### src/rtl/nvseq_pkg.sv
package nvseq_pkg;
  typedef enum logic [2:0] {
    ST_OFF    = 3'd0,
    ST_RECALL = 3'd1,
    ST_READY  = 3'd2,
    ST_GRACE  = 3'd3,
    ST_STORE  = 3'd4,
    ST_HOLD   = 3'd5
  } seq_state_e;

  function automatic int max_of4(input int a, input int b, input int c, input int d);
    int m;
    m = a;
    if (b > m) m = b;
    if (c > m) m = c;
    if (d > m) m = d;
    return m;
  endfunction
endpackage

### src/rtl/nvseq_sync.sv
module nvseq_sync #(
  parameter int STAGES = 2
) (
  input  logic clk_i,
  input  logic rst_n_i,
  input  logic d_i,
  output logic q_o
);
  logic [STAGES-1:0] chain_q;

  generate
    for (genvar g = 0; g < STAGES; g++) begin : g_stage
      if (g == 0) begin : g_first
        always_ff @(posedge clk_i or negedge rst_n_i) begin
          if (!rst_n_i) chain_q[0] <= 1'b0;
          else          chain_q[0] <= d_i;
        end
      end else begin : g_next
        always_ff @(posedge clk_i or negedge rst_n_i) begin
          if (!rst_n_i) chain_q[g] <= 1'b0;
          else          chain_q[g] <= chain_q[g-1];
        end
      end
    end
  endgenerate

  assign q_o = chain_q[STAGES-1];
endmodule

### src/rtl/nvseq_timer.sv
module nvseq_timer #(
  parameter int W = 8
) (
  input  logic         clk_i,
  input  logic         rst_n_i,
  input  logic         load_i,
  input  logic [W-1:0] load_val_i,
  output logic         zero_o
);
  logic [W-1:0] cnt_q;
  logic [W-1:0] cnt_d;
  logic         cnt_en;

  always_comb begin
    cnt_en = load_i || (cnt_q != '0);
    cnt_d  = load_i ? load_val_i : (cnt_q - W'(1));
  end

  always_ff @(posedge clk_i or negedge rst_n_i) begin
    if (!rst_n_i)    cnt_q <= '0;
    else if (cnt_en) cnt_q <= cnt_d;
  end

  assign zero_o = (cnt_q == '0);
endmodule

### src/rtl/nvseq_dirty.sv
module nvseq_dirty (
  input  logic clk_i,
  input  logic rst_n_i,
  input  logic set_i,
  input  logic clr_i,
  output logic dirty_o
);
  logic dirty_q;
  logic dirty_en;
  logic dirty_d;

  always_comb begin
    dirty_en = set_i || clr_i;
    dirty_d  = !clr_i;
  end

  always_ff @(posedge clk_i or negedge rst_n_i) begin
    if (!rst_n_i)      dirty_q <= 1'b0;
    else if (dirty_en) dirty_q <= dirty_d;
  end

  assign dirty_o = dirty_q;
endmodule

### src/rtl/nvseq_fsm.sv
module nvseq_fsm
  import nvseq_pkg::*;
#(
  parameter int RECALL_CYC = 1000,
  parameter int STORE_CYC  = 400,
  parameter int GRACE_CYC  = 2,
  parameter int HOLD_CYC   = 25,
  parameter int W          = 10
) (
  input  logic         clk_i,
  input  logic         rst_n_i,
  input  logic         pwr_ok_i,
  input  logic         dirty_i,
  input  logic         tmr_zero_i,
  output seq_state_e   state_o,
  output logic         tmr_load_o,
  output logic [W-1:0] tmr_val_o,
  output logic         dirty_clr_o,
  output logic         rcl_start_o,
  output logic         rcl_done_o,
  output logic         sto_start_o,
  output logic         sto_done_o
);
  seq_state_e state_q, state_d;
  logic       after_store_q, after_store_d;
  logic       rs_d, rd_d, ss_d, sd_d;
  logic       rs_q, rd_q, ss_q, sd_q;

  always_comb begin
    state_d       = state_q;
    after_store_d = after_store_q;
    tmr_load_o    = 1'b0;
    tmr_val_o     = '0;
    dirty_clr_o   = 1'b0;
    rs_d = 1'b0; rd_d = 1'b0; ss_d = 1'b0; sd_d = 1'b0;
    unique case (state_q)
      ST_OFF: begin
        if (pwr_ok_i) begin
          state_d    = ST_RECALL;
          tmr_load_o = 1'b1;
          tmr_val_o  = W'(RECALL_CYC - 1);
          rs_d       = 1'b1;
        end
      end
      ST_RECALL: begin
        if (!pwr_ok_i) begin
          state_d = ST_OFF;
        end else if (tmr_zero_i) begin
          state_d       = ST_HOLD;
          after_store_d = 1'b0;
          tmr_load_o    = 1'b1;
          tmr_val_o     = W'(HOLD_CYC - 1);
          dirty_clr_o   = 1'b1;
          rd_d          = 1'b1;
        end
      end
      ST_READY: begin
        if (!pwr_ok_i) begin
          if (dirty_i) begin
            state_d    = ST_GRACE;
            tmr_load_o = 1'b1;
            tmr_val_o  = W'(GRACE_CYC - 1);
          end else begin
            state_d = ST_OFF;
          end
        end
      end
      ST_GRACE: begin
        if (tmr_zero_i) begin
          state_d    = ST_STORE;
          tmr_load_o = 1'b1;
          tmr_val_o  = W'(STORE_CYC - 1);
          ss_d       = 1'b1;
        end
      end
      ST_STORE: begin
        if (tmr_zero_i) begin
          state_d       = ST_HOLD;
          after_store_d = 1'b1;
          tmr_load_o    = 1'b1;
          tmr_val_o     = W'(HOLD_CYC - 1);
          dirty_clr_o   = 1'b1;
          sd_d          = 1'b1;
        end
      end
      ST_HOLD: begin
        if (tmr_zero_i) state_d = after_store_q ? ST_OFF : ST_READY;
      end
      default: state_d = ST_OFF;
    endcase
  end

  always_ff @(posedge clk_i or negedge rst_n_i) begin
    if (!rst_n_i) begin
      state_q       <= ST_OFF;
      after_store_q <= 1'b0;
      rs_q <= 1'b0; rd_q <= 1'b0; ss_q <= 1'b0; sd_q <= 1'b0;
    end else begin
      state_q       <= state_d;
      after_store_q <= after_store_d;
      rs_q <= rs_d; rd_q <= rd_d; ss_q <= ss_d; sd_q <= sd_d;
    end
  end

  assign state_o     = state_q;
  assign rcl_start_o = rs_q;
  assign rcl_done_o  = rd_q;
  assign sto_start_o = ss_q;
  assign sto_done_o  = sd_q;

  // a supply drop inside a recall ends in OFF without a done pulse
  a_r3_recall_abort: assert property (@(posedge clk_i) disable iff (!rst_n_i)
    (state_q == ST_RECALL && !pwr_ok_i) |=> (state_q == ST_OFF && !rcl_done_o));

  // a running store is held until its timer expires, whatever the supply does
  a_r8_store_holds: assert property (@(posedge clk_i) disable iff (!rst_n_i)
    (state_q == ST_STORE && !tmr_zero_i) |=> (state_q == ST_STORE));

  // pulses are mutually exclusive
  a_r11_pulse_excl: assert property (@(posedge clk_i) disable iff (!rst_n_i)
    $onehot0({rs_q, rd_q, ss_q, sd_q}));

  // a start pulse lasts one cycle
  a_r11_start_single: assert property (@(posedge clk_i) disable iff (!rst_n_i)
    (rs_q || ss_q) |=> !(rs_q || ss_q));
endmodule

### src/rtl/nvseq_top.sv
module nvseq_top
  import nvseq_pkg::*;
#(
  parameter int SYNC_STAGES = 2,
  parameter int RECALL_CYC  = 1000,
  parameter int STORE_CYC   = 400,
  parameter int GRACE_CYC   = 2,
  parameter int HOLD_CYC    = 25
) (
  input  logic clk_i,
  input  logic rst_n_i,
  input  logic pwr_ok_i,
  input  logic host_rd_i,
  input  logic host_wr_i,
  output logic arr_rd_o,
  output logic arr_wr_o,
  output logic busy_o,
  output logic hs_o,
  output logic hs_oe_o,
  output logic rcl_start_o,
  output logic rcl_done_o,
  output logic sto_start_o,
  output logic sto_done_o
);
  localparam int MAX_CYC = max_of4(RECALL_CYC, STORE_CYC, GRACE_CYC, HOLD_CYC);
  localparam int TW      = (MAX_CYC < 2) ? 1 : $clog2(MAX_CYC);

  logic [1:0]   rst_sync_q;
  logic         rst_n;
  logic         pwr_ok_s;
  logic         dirty;
  logic         dirty_clr;
  logic         tmr_load;
  logic         tmr_zero;
  logic [TW-1:0] tmr_val;
  seq_state_e   state;
  logic         rd_open, wr_open;

  always_ff @(posedge clk_i or negedge rst_n_i) begin
    if (!rst_n_i) rst_sync_q <= 2'b00;
    else          rst_sync_q <= {rst_sync_q[0], 1'b1};
  end
  assign rst_n = rst_sync_q[1];

  nvseq_sync #(.STAGES(SYNC_STAGES)) u_sync (
    .clk_i(clk_i), .rst_n_i(rst_n), .d_i(pwr_ok_i), .q_o(pwr_ok_s)
  );

  nvseq_timer #(.W(TW)) u_timer (
    .clk_i(clk_i), .rst_n_i(rst_n), .load_i(tmr_load),
    .load_val_i(tmr_val), .zero_o(tmr_zero)
  );

  nvseq_dirty u_dirty (
    .clk_i(clk_i), .rst_n_i(rst_n), .set_i(arr_wr_o),
    .clr_i(dirty_clr), .dirty_o(dirty)
  );

  nvseq_fsm #(
    .RECALL_CYC(RECALL_CYC), .STORE_CYC(STORE_CYC), .GRACE_CYC(GRACE_CYC),
    .HOLD_CYC(HOLD_CYC), .W(TW)
  ) u_fsm (
    .clk_i(clk_i), .rst_n_i(rst_n), .pwr_ok_i(pwr_ok_s), .dirty_i(dirty),
    .tmr_zero_i(tmr_zero), .state_o(state), .tmr_load_o(tmr_load),
    .tmr_val_o(tmr_val), .dirty_clr_o(dirty_clr),
    .rcl_start_o(rcl_start_o), .rcl_done_o(rcl_done_o),
    .sto_start_o(sto_start_o), .sto_done_o(sto_done_o)
  );

  // Access gating and handshake decode from the state register
  always_comb begin
    rd_open = rst_n && (state == ST_READY);
    wr_open = rst_n && (state == ST_READY || state == ST_GRACE);
    busy_o  = (state == ST_RECALL) || (state == ST_GRACE) || (state == ST_STORE);
    hs_oe_o = (state == ST_GRACE) || (state == ST_HOLD);
    hs_o    = (state != ST_GRACE);
  end

  assign arr_rd_o = host_rd_i && rd_open;
  assign arr_wr_o = host_wr_i && wr_open;

  // a store only starts while unsaved data is present
  a_r7_store_needs_dirty: assert property (@(posedge clk_i) disable iff (!rst_n)
    sto_start_o |-> dirty);

  // store completion leaves the SRAM clean
  a_r5_clean_after_store: assert property (@(posedge clk_i) disable iff (!rst_n)
    sto_done_o |-> !dirty);

  // no strobe reaches the array while a non-volatile operation runs
  a_r4_no_access_busy: assert property (@(posedge clk_i) disable iff (!rst_n)
    (busy_o && !hs_oe_o) |-> (!arr_rd_o && !arr_wr_o));

  // the handshake driver is active during the hold after each done pulse
  a_r9_hold_driven: assert property (@(posedge clk_i) disable iff (!rst_n)
    (rcl_done_o || sto_done_o) |-> (hs_oe_o && hs_o));
endmodule

### config.mk
export PLATFORM = sky130hd
export DESIGN_NAME = nvseq_top
export DESIGN_NICKNAME = d
export VERILOG_FILES = /design/src/rtl/nvseq_pkg.sv /design/src/rtl/nvseq_sync.sv /design/src/rtl/nvseq_timer.sv /design/src/rtl/nvseq_dirty.sv /design/src/rtl/nvseq_fsm.sv /design/src/rtl/nvseq_top.sv
export SDC_FILE = /design/constraint.sdc
export NUM_CORES = 1
export LEC_CHECK = 0
export ABC_AREA = 1
export CAP_MARGIN = 10
export CORE_AREA = 2 2 63 65
export DETAILED_ROUTE_END_ITERATION = 10
export DIE_AREA = 0 0 65 67
export MAX_ROUTING_LAYER = met4
export SETUP_SLACK_MARGIN = 0.15
export SLEW_MARGIN = 20
export SYNTH_ARGS = -nofsm -noshare
export SYNTH_HDL_FRONTEND = slang
export SYNTH_HIERARCHICAL = 1
export SYNTH_SLANG_ARGS = --single-unit
### constraint.sdc
create_clock -name clk_i -period 1.9 [get_ports clk_i]
set_clock_uncertainty 0.2 [all_clocks]
set_input_delay 0.475 -clock clk_i [delete_from_list [all_inputs] [get_ports clk_i]]
set_output_delay 0.475 -clock clk_i [all_outputs]
set_load 0.01 [all_outputs]
==> results of run 1 <==
layout make-up:
cell class	instances	area (um2)	area share [%]
repair buffers	52	450	21.8
clock buffers	4	45.0	2.18
multi-input cells	128	813	39.4
flip-flops and latches	23	578	28.0
well taps	48	60.1	2.91
inverters	29	116	5.64
worst max path at each step:
stage,from,endpoint,slack [ns]
2_1_floorplan,u_timer/cnt_q[0]$_DFFE_PN0P_,u_timer/cnt_q[6]$_DFFE_PN0P_,-0.06
3_3_place_gp,host_wr_i,arr_wr_o,-0.42
3_5_place_dp,host_wr_i,arr_wr_o,-0.43
4_1_cts,u_timer/cnt_q[1]$_DFFE_PN0P_,u_timer/cnt_q[6]$_DFFE_PN0P_,-0.04
5_1_grt,u_timer/cnt_q[0]$_DFFE_PN0P_,u_timer/cnt_q[6]$_DFFE_PN0P_,-0.19
6_report,u_timer/cnt_q[0]$_DFFE_PN0P_,u_timer/cnt_q[6]$_DFFE_PN0P_,-0.07
cell families (layout without fill, tap and decap cells):
group	after synthesis	after routing	synth area share, %
adders and majority gates	1	1	0.881
DFF	23	23	40.5
other	1	1	0.264
AOI/OAI and AO/OA	15	15	5.64
buffers and inverters	38	85	13.1
and+or+nand+nor	107	107	37.1
xor gates and xnor gates	4	4	2.47
cell usage after synthesis:
cell | n | area [um2]
nand2_1 | 58 | 218
dfrtp_1 | 23 | 576
inv_1 | 20 | 75.1
nor2_1 | 13 | 48.8
nand3_1 | 9 | 45.0
inv_2 | 7 | 26.3
nand3_2 | 6 | 60.1
nand4_1 | 6 | 37.5
buf_4 | 5 | 37.5
nor2_2 | 5 | 31.3
o21ai_0 | 5 | 25.0
o21ai_1 | 5 | 25.0
a21oi_1 | 3 | 15.0
buf_6 | 3 | 33.8
nand2_2 | 3 | 18.8
xor2_1 | 3 | 26.3
nor2_4 | 2 | 22.5
nor3_1 | 2 | 10.0
a21boi_0 | 1 | 7.51
clkbuf_1 | 1 | 3.75
clkinv_1 | 1 | 3.75
conb_1 | 1 | 3.75
ha_1 | 1 | 12.5
inv_4 | 1 | 6.26
nand4_2 | 1 | 12.5
nor3_4 | 1 | 16.3
o211ai_1 | 1 | 7.51
or2_2 | 1 | 6.26
xnor2_1 | 1 | 8.76
state kept, by name (all words and copies together), names as in the netlist:
name and count:
u_timer/cnt_q 10, u_fsm/state_o 3, rst_sync_q 2, u_dirty/dirty_o 1, u_fsm/after_store_q 1, u_fsm/rcl_done_o 1, u_fsm/rcl_start_o 1, u_fsm/sto_done_o 1
u_fsm/sto_start_o 1, u_sync/chain_q 1, u_sync/q_o 1
through the flow:
step / util, % / setup TNS [ns]
floorplan: - / -0.172
global placement: 48.6 / -0.859
detailed placement: 48.6 / -0.841
CTS: 52.2 / -0.0717
global route: 57.2 / -1.39
finish: 57.2 / -0.130
per-layer routing:
| layer | GRT usage [%] | up-vias | wire (um) |
|---|---|---|---|
| met3 | 2.03 | 2 | 99 |
| met4 | 6.12 | 0 | 24 |
| met2 | 26.5 | 19 | 1580 |
| met1 | 20.7 | 607 | 1450 |
| li1 | - | 682 | - |
| met5 | - | - | 0 |
critical path: stages (launching register included):
cell and delay [ns]:
dfrtp_1 0.41, inv_2 0.08, ha_4 0.15, nand2_4 0.05
nor2_4 0.10, nand3_2 0.11, inv_4 0.10, nand3_4 0.07
nand4_1 0.16, inv_2 0.10, or2_4 0.23, nand2_1 0.06
nor2_1 0.04
power groups by stage:
stage / Sequential, uW / Clock (uW) / Combinational [uW]
final: 501 / 314 / 20.4
after floorplan: 514 / 0 / 2.61
after CTS: 501 / 320 / 21.1
after global placement: 510 / 0 / 22.0
after detailed placement: 510 / 0 / 22.3
after global routing: 501 / 342 / 24.3
placed cells by master, fill, tap and decap left out, drive strengths merged, types with 2 or more instances in the layout:
cell           Yosys  final
o21ai             10     10
buf                8     44
nand2             61     61
nand4              7      7
clkdlybuf4s50      0      2
dfrtp             23     23
xor2               3      3
nor3               3      3
dlygate4sd2        0      6
nand3             15     15
inv               28     29
clkbuf             1      4
a21oi              3      3
nor2              20     20
timing repair:
| action | CTS | global route |
|---|---|---|
| gates resized for setup | 44 | 37 |
| setup endpoints to repair | 22 | 19 |
| hold buffers | 0 | 0 |
| setup buffers | 7 | 6 |
| pin swaps | 9 | 8 |
| cloned | 0 | 0 |
==> results.cfg, run 1 <==
[clock_network]
clk_latency_ns = 0.26
cts_tree = yes
htreeDepth = 1
root_buffer = clkbuf_8
cts.clk_slew.worst_paths_ns = 0.08
clock_path_buffers = 2
cts.sinks = 23
numCtsBuffers = 3

[placement]
pre_cts_ws_ns = -0.433
dp_cells = 267
post_dp_cell_area_um2 = 1750
portBuffers = 13
place_congestion = 0.918
dp_hpwl_mm = 2.16

[status]
status = finished with violations
violations = negative setup slack

[setup_path]
r2r-start = u_timer/cnt_q[0]$_DFFE_PN0P_
cp-end-kind = flip-flop
worstPathArrival_ns = 1.94
crit_fanout = 5
worstSetupStartpointType = flip-flop
rrSetupSlack_ns = -0.07
required_ns = 1.87
crit_type = reg -> reg
reg2reg_depth = 12
rr_endpoint = u_timer/cnt_q[6]$_DFFE_PN0P_

[detailed_routing]
via_per_inst = 4.61
drt_iter0_markers = 64
num_vias = 1310
detail-route-antenna-nets = 0
drt-pass1-iter-count = 4
routed_wl_mm = 3.16
drcViolationCount = 0
post_drt_wl_per_cell_um = 11.1

[global_routing]
antenna_found_initial = 0
grt_max_degree = 22
grt_pass1_vias = 1227
grtUsageTotal_pct = 16.3
grt_first_pass_wirelength_mm = 5.22
grt_overflow = 0

[sta]
fmax_mhz = 507
whs_ns = 0.120
fin_crit_ns = 1.97
setup_violations = 5
finalCritPeriodShare_pct = 104
finalWorstSetupSlack_ns = -0.0705
final-hold-violation-count = 0
slew_viol_final = 0
rsz0062_at_grt = yes

[power]
p_sw_share_pct = 21.8
pwr-share-clk_pct = 37.6
switchingPower_uw = 182
leakage_uw = 0.00109
total_power_uw = 835
peakVddDrop_mv = 0.314
pwr-share-comb_pct = 2.4
power.density_nw_per_um2 = 405
seqPwrFrac_pct = 60.0
p_int_uw = 653

[yosys]
ys_ff_latch = 23
syn_area_um2 = 1420
avgSynthCellArea_um2 = 7.51
ys_seq_area_share_pct = 40.5
synth_nets = 195
syn_inst = 189
yosysWarnings = 6
synth_cell_types = 29

[die]
fp.dieArea_um2 = 4360
ios = 14
num_rows = 22
die_h_um = 67
die_w_um = 65
initial_core_util_pct = 39.4
coreArea_um2 = 3610

[final_layout]
insertedDiodeCount = 0
layout-drive-gt1-share_pct = 44.5
fillers = 339
nets = 243
syn_to_final_growth_pct = 45.3
final_design_area_no_fill_um2 = 2060
fin_cells = 284

[run]
maxCapViolCount = 0

[hold_path]
hold_path_class = reg -> async
No activity file was read; power rests on OpenSTA's default activity.
==> run 2: changes to the inputs <==
--- a/config.mk
+++ b/config.mk
@@ -7,10 +7,11 @@
 export LEC_CHECK = 0
 export ABC_AREA = 1
 export CAP_MARGIN = 10
-export CORE_AREA = 2 2 63 65
+export CORE_AREA = 2 2 58 60
 export DETAILED_ROUTE_END_ITERATION = 10
-export DIE_AREA = 0 0 65 67
+export DIE_AREA = 0 0 60 62
 export MAX_ROUTING_LAYER = met4
+export PLACE_DENSITY = 0.67
 export SETUP_SLACK_MARGIN = 0.15
 export SLEW_MARGIN = 20
 export SYNTH_ARGS = -nofsm -noshare
==> run 2 against run 1 <==
  * The flow still finishes with violations (negative setup slack)
  * Sequential share of layout area fell by 0.87 points
  * Worst hold slack got worse by 0.035 ns
  * Wire length rose by 13%
  * Worst setup slack got worse by 0.035 ns
  * Utilization rose by 9.8 points
  * Total power fell by 8.7%
  * Sequential power barely moved
  * Final area rose by 3.2%
  * Via count rose by 7.3%
  * First-iteration DRC count did not move
  * Combinational power rose by 7%
  * Critical endpoint unchanged
==> results.cfg, run 2 (same netlist as run 1, synthesis figures left out) <==
[status]
status = finished with violations
violations = negative setup slack

[sta]
finalWorstSetupSlack_ns = -0.106
fin_crit_ns = 2.01
setup_violations = 14
finalCritPeriodShare_pct = 106
slew_viol_final = 0
fin_setup_tns_ns = -0.787
whs_ns = 0.0855
fmax_mhz = 499
rsz0062_at_grt = yes
final-hold-violation-count = 0

[setup_path]
r2r-start = u_timer/cnt_q[0]$_DFFE_PN0P_
crit_start = u_timer/cnt_q[0]$_DFFE_PN0P_
cp-end-kind = flip-flop
crit_fanout = 5
crit_slowest_cell = dfrtp_1
reg2reg_depth = 12
cp_common_cell = inv_2
required_ns = 1.93
worstPathArrival_ns = 2.04
worstSetupStartpointType = flip-flop
cp-endpoint = u_timer/cnt_q[6]$_DFFE_PN0P_
path_cells = inv_2 > ha_4 > nand2_4 > nor2_4 > nand3_2 > inv_4 > nand3_4 > nand4_1 > inv_2 > or2_4 > nand2_2 > nor2_1
crit_type = reg -> reg
rrSetupSlack_ns = -0.11
rr_endpoint = u_timer/cnt_q[6]$_DFFE_PN0P_
crit_path_max_incr_delay_ns = 0.41

[power]
power.density_nw_per_um2 = 358
peakVddDrop_mv = 0.301
total_power_uw = 762
leakage_uw = 0.00114

[global_routing]
grtUsageTotal_pct = 20.1
grt_max_degree = 22
antenna_found_initial = 0
grt_overflow = 0
grt_pass1_vias = 1238
grt_first_pass_wirelength_mm = 5.38

[final_layout]
insertedDiodeCount = 0
layout-drive-gt1-share_pct = 45.5
final_common_cell = nand2_1
largest_register_ffs = 10
largest-register = u_timer/cnt_q
nets = 251
mostFrequentLayoutCells = nand2_1 (51), buf_4 (32), dfrtp_1 (21), inv_1 (15), buf_6 (12)
syn_to_final_growth_pct = 50.0

[clock_network]
cts.sinks = 23
root_buffer = clkbuf_4
cts.clk_slew.worst_paths_ns = 0.14
numCtsBuffers = 3
clock_path_buffers = 2
clk_latency_ns = 0.32
cts_tree = yes
htreeDepth = 1

[hold_path]
hold_path_class = in -> async

[die]
initial_core_util_pct = 44.7
num_rows = 21
die_h_um = 62
die_w_um = 60
coreArea_um2 = 3180
ios = 14
fp.dieArea_um2 = 3720

[detailed_routing]
num_vias = 1405
routed_wl_mm = 3.57
drt_iter0_markers = 64
drt-pass1-iter-count = 4
post_drt_wl_per_cell_um = 12.3
via_per_inst = 4.84
detail-route-antenna-nets = 0
drcViolationCount = 0

[placement]
dp_hpwl_mm = 2.24
portBuffers = 13
place_congestion = 0.871

[run]
maxCapViolCount = 0
[run 2: how the worst min path moves through the flow]
stage	start	endpoint	slack [ns]	cells past startpoint
6_report	rst_n_i	rst_sync_q[1]$_DFF_PN0_	0.09	1
3_3_place_gp	rst_sync_q[1]$_DFF_PN0_	u_sync/q_o$_DFF_PN0_	0.09	1
5_1_grt	rst_n_i	rst_sync_q[1]$_DFF_PN0_	0.08	1
4_1_cts	rst_n_i	rst_sync_q[1]$_DFF_PN0_	0.09	1
2_1_floorplan	rst_n_i	rst_sync_q[0]$_DFF_PN0_	-0.02	0
3_5_place_dp	rst_sync_q[1]$_DFF_PN0_	u_sync/q_o$_DFF_PN0_	0.1	1
[run 2: repair_timing]
action,in CTS,in global routing
hold buffers,0,0
setup buffers,14,10
resized for setup,46,35
pin swaps,10,13
gates cloned,0,2
endpoints found under the hold margin,0,0
setup endpoints to repair,22,21
[run 2: critical path: cells and delay by family, from the launching register on]
kind	cells	cell delay (ns)
adder cells (fa/ha/maj)	1	0.16
buffers and inverters	3	0.29
AND/OR/NAND/NOR	8	0.85
flip-flops	1	0.41
[run 2: through the flow]
step                      instance area (um2)  worst slack, ns  cells  util, %
after floorplan                          1450          -0.0561    189        -
after global placement                   1710           -0.405    260     53.9
after detailed placement                 1710           -0.402    260     53.9
after CTS                                1890          -0.0298    278     59.6
after global routing                     2130           -0.212    290     67.0
final                                    2130           -0.106    290     67.0
[run 2: area by class of cell]
| type | count | area, um2 |
|---|---|---|
| clock inverters | 1 | 5.00 |
| clock buffers | 3 | 22.5 |
| flip-flops and latches | 23 | 578 |
| fillers | 248 | 1050 |
| repair buffers | 60 | 541 |
| inverters | 29 | 123 |
| well taps | 46 | 57.6 |
| multi-input cells | 128 | 803 |
[run 2: per-layer routing]
metal | vias to the layer above | share of wire (%) | track usage [%]
li1 | 690 | - | -
met1 | 644 | 43 | 27.0
met2 | 64 | 50 | 30.9
met3 | 7 | 5.4 | 2.69
met4 | 0 | 1.4 | 7.62
met5 | - | 0 | -
[run 2: power breakdown]
group / switching, uW / internal (uW)
clock network: 160 / 79.0
logic: 12.2 / 9.59
registers: 5.88 / 495
total: 178 / 584
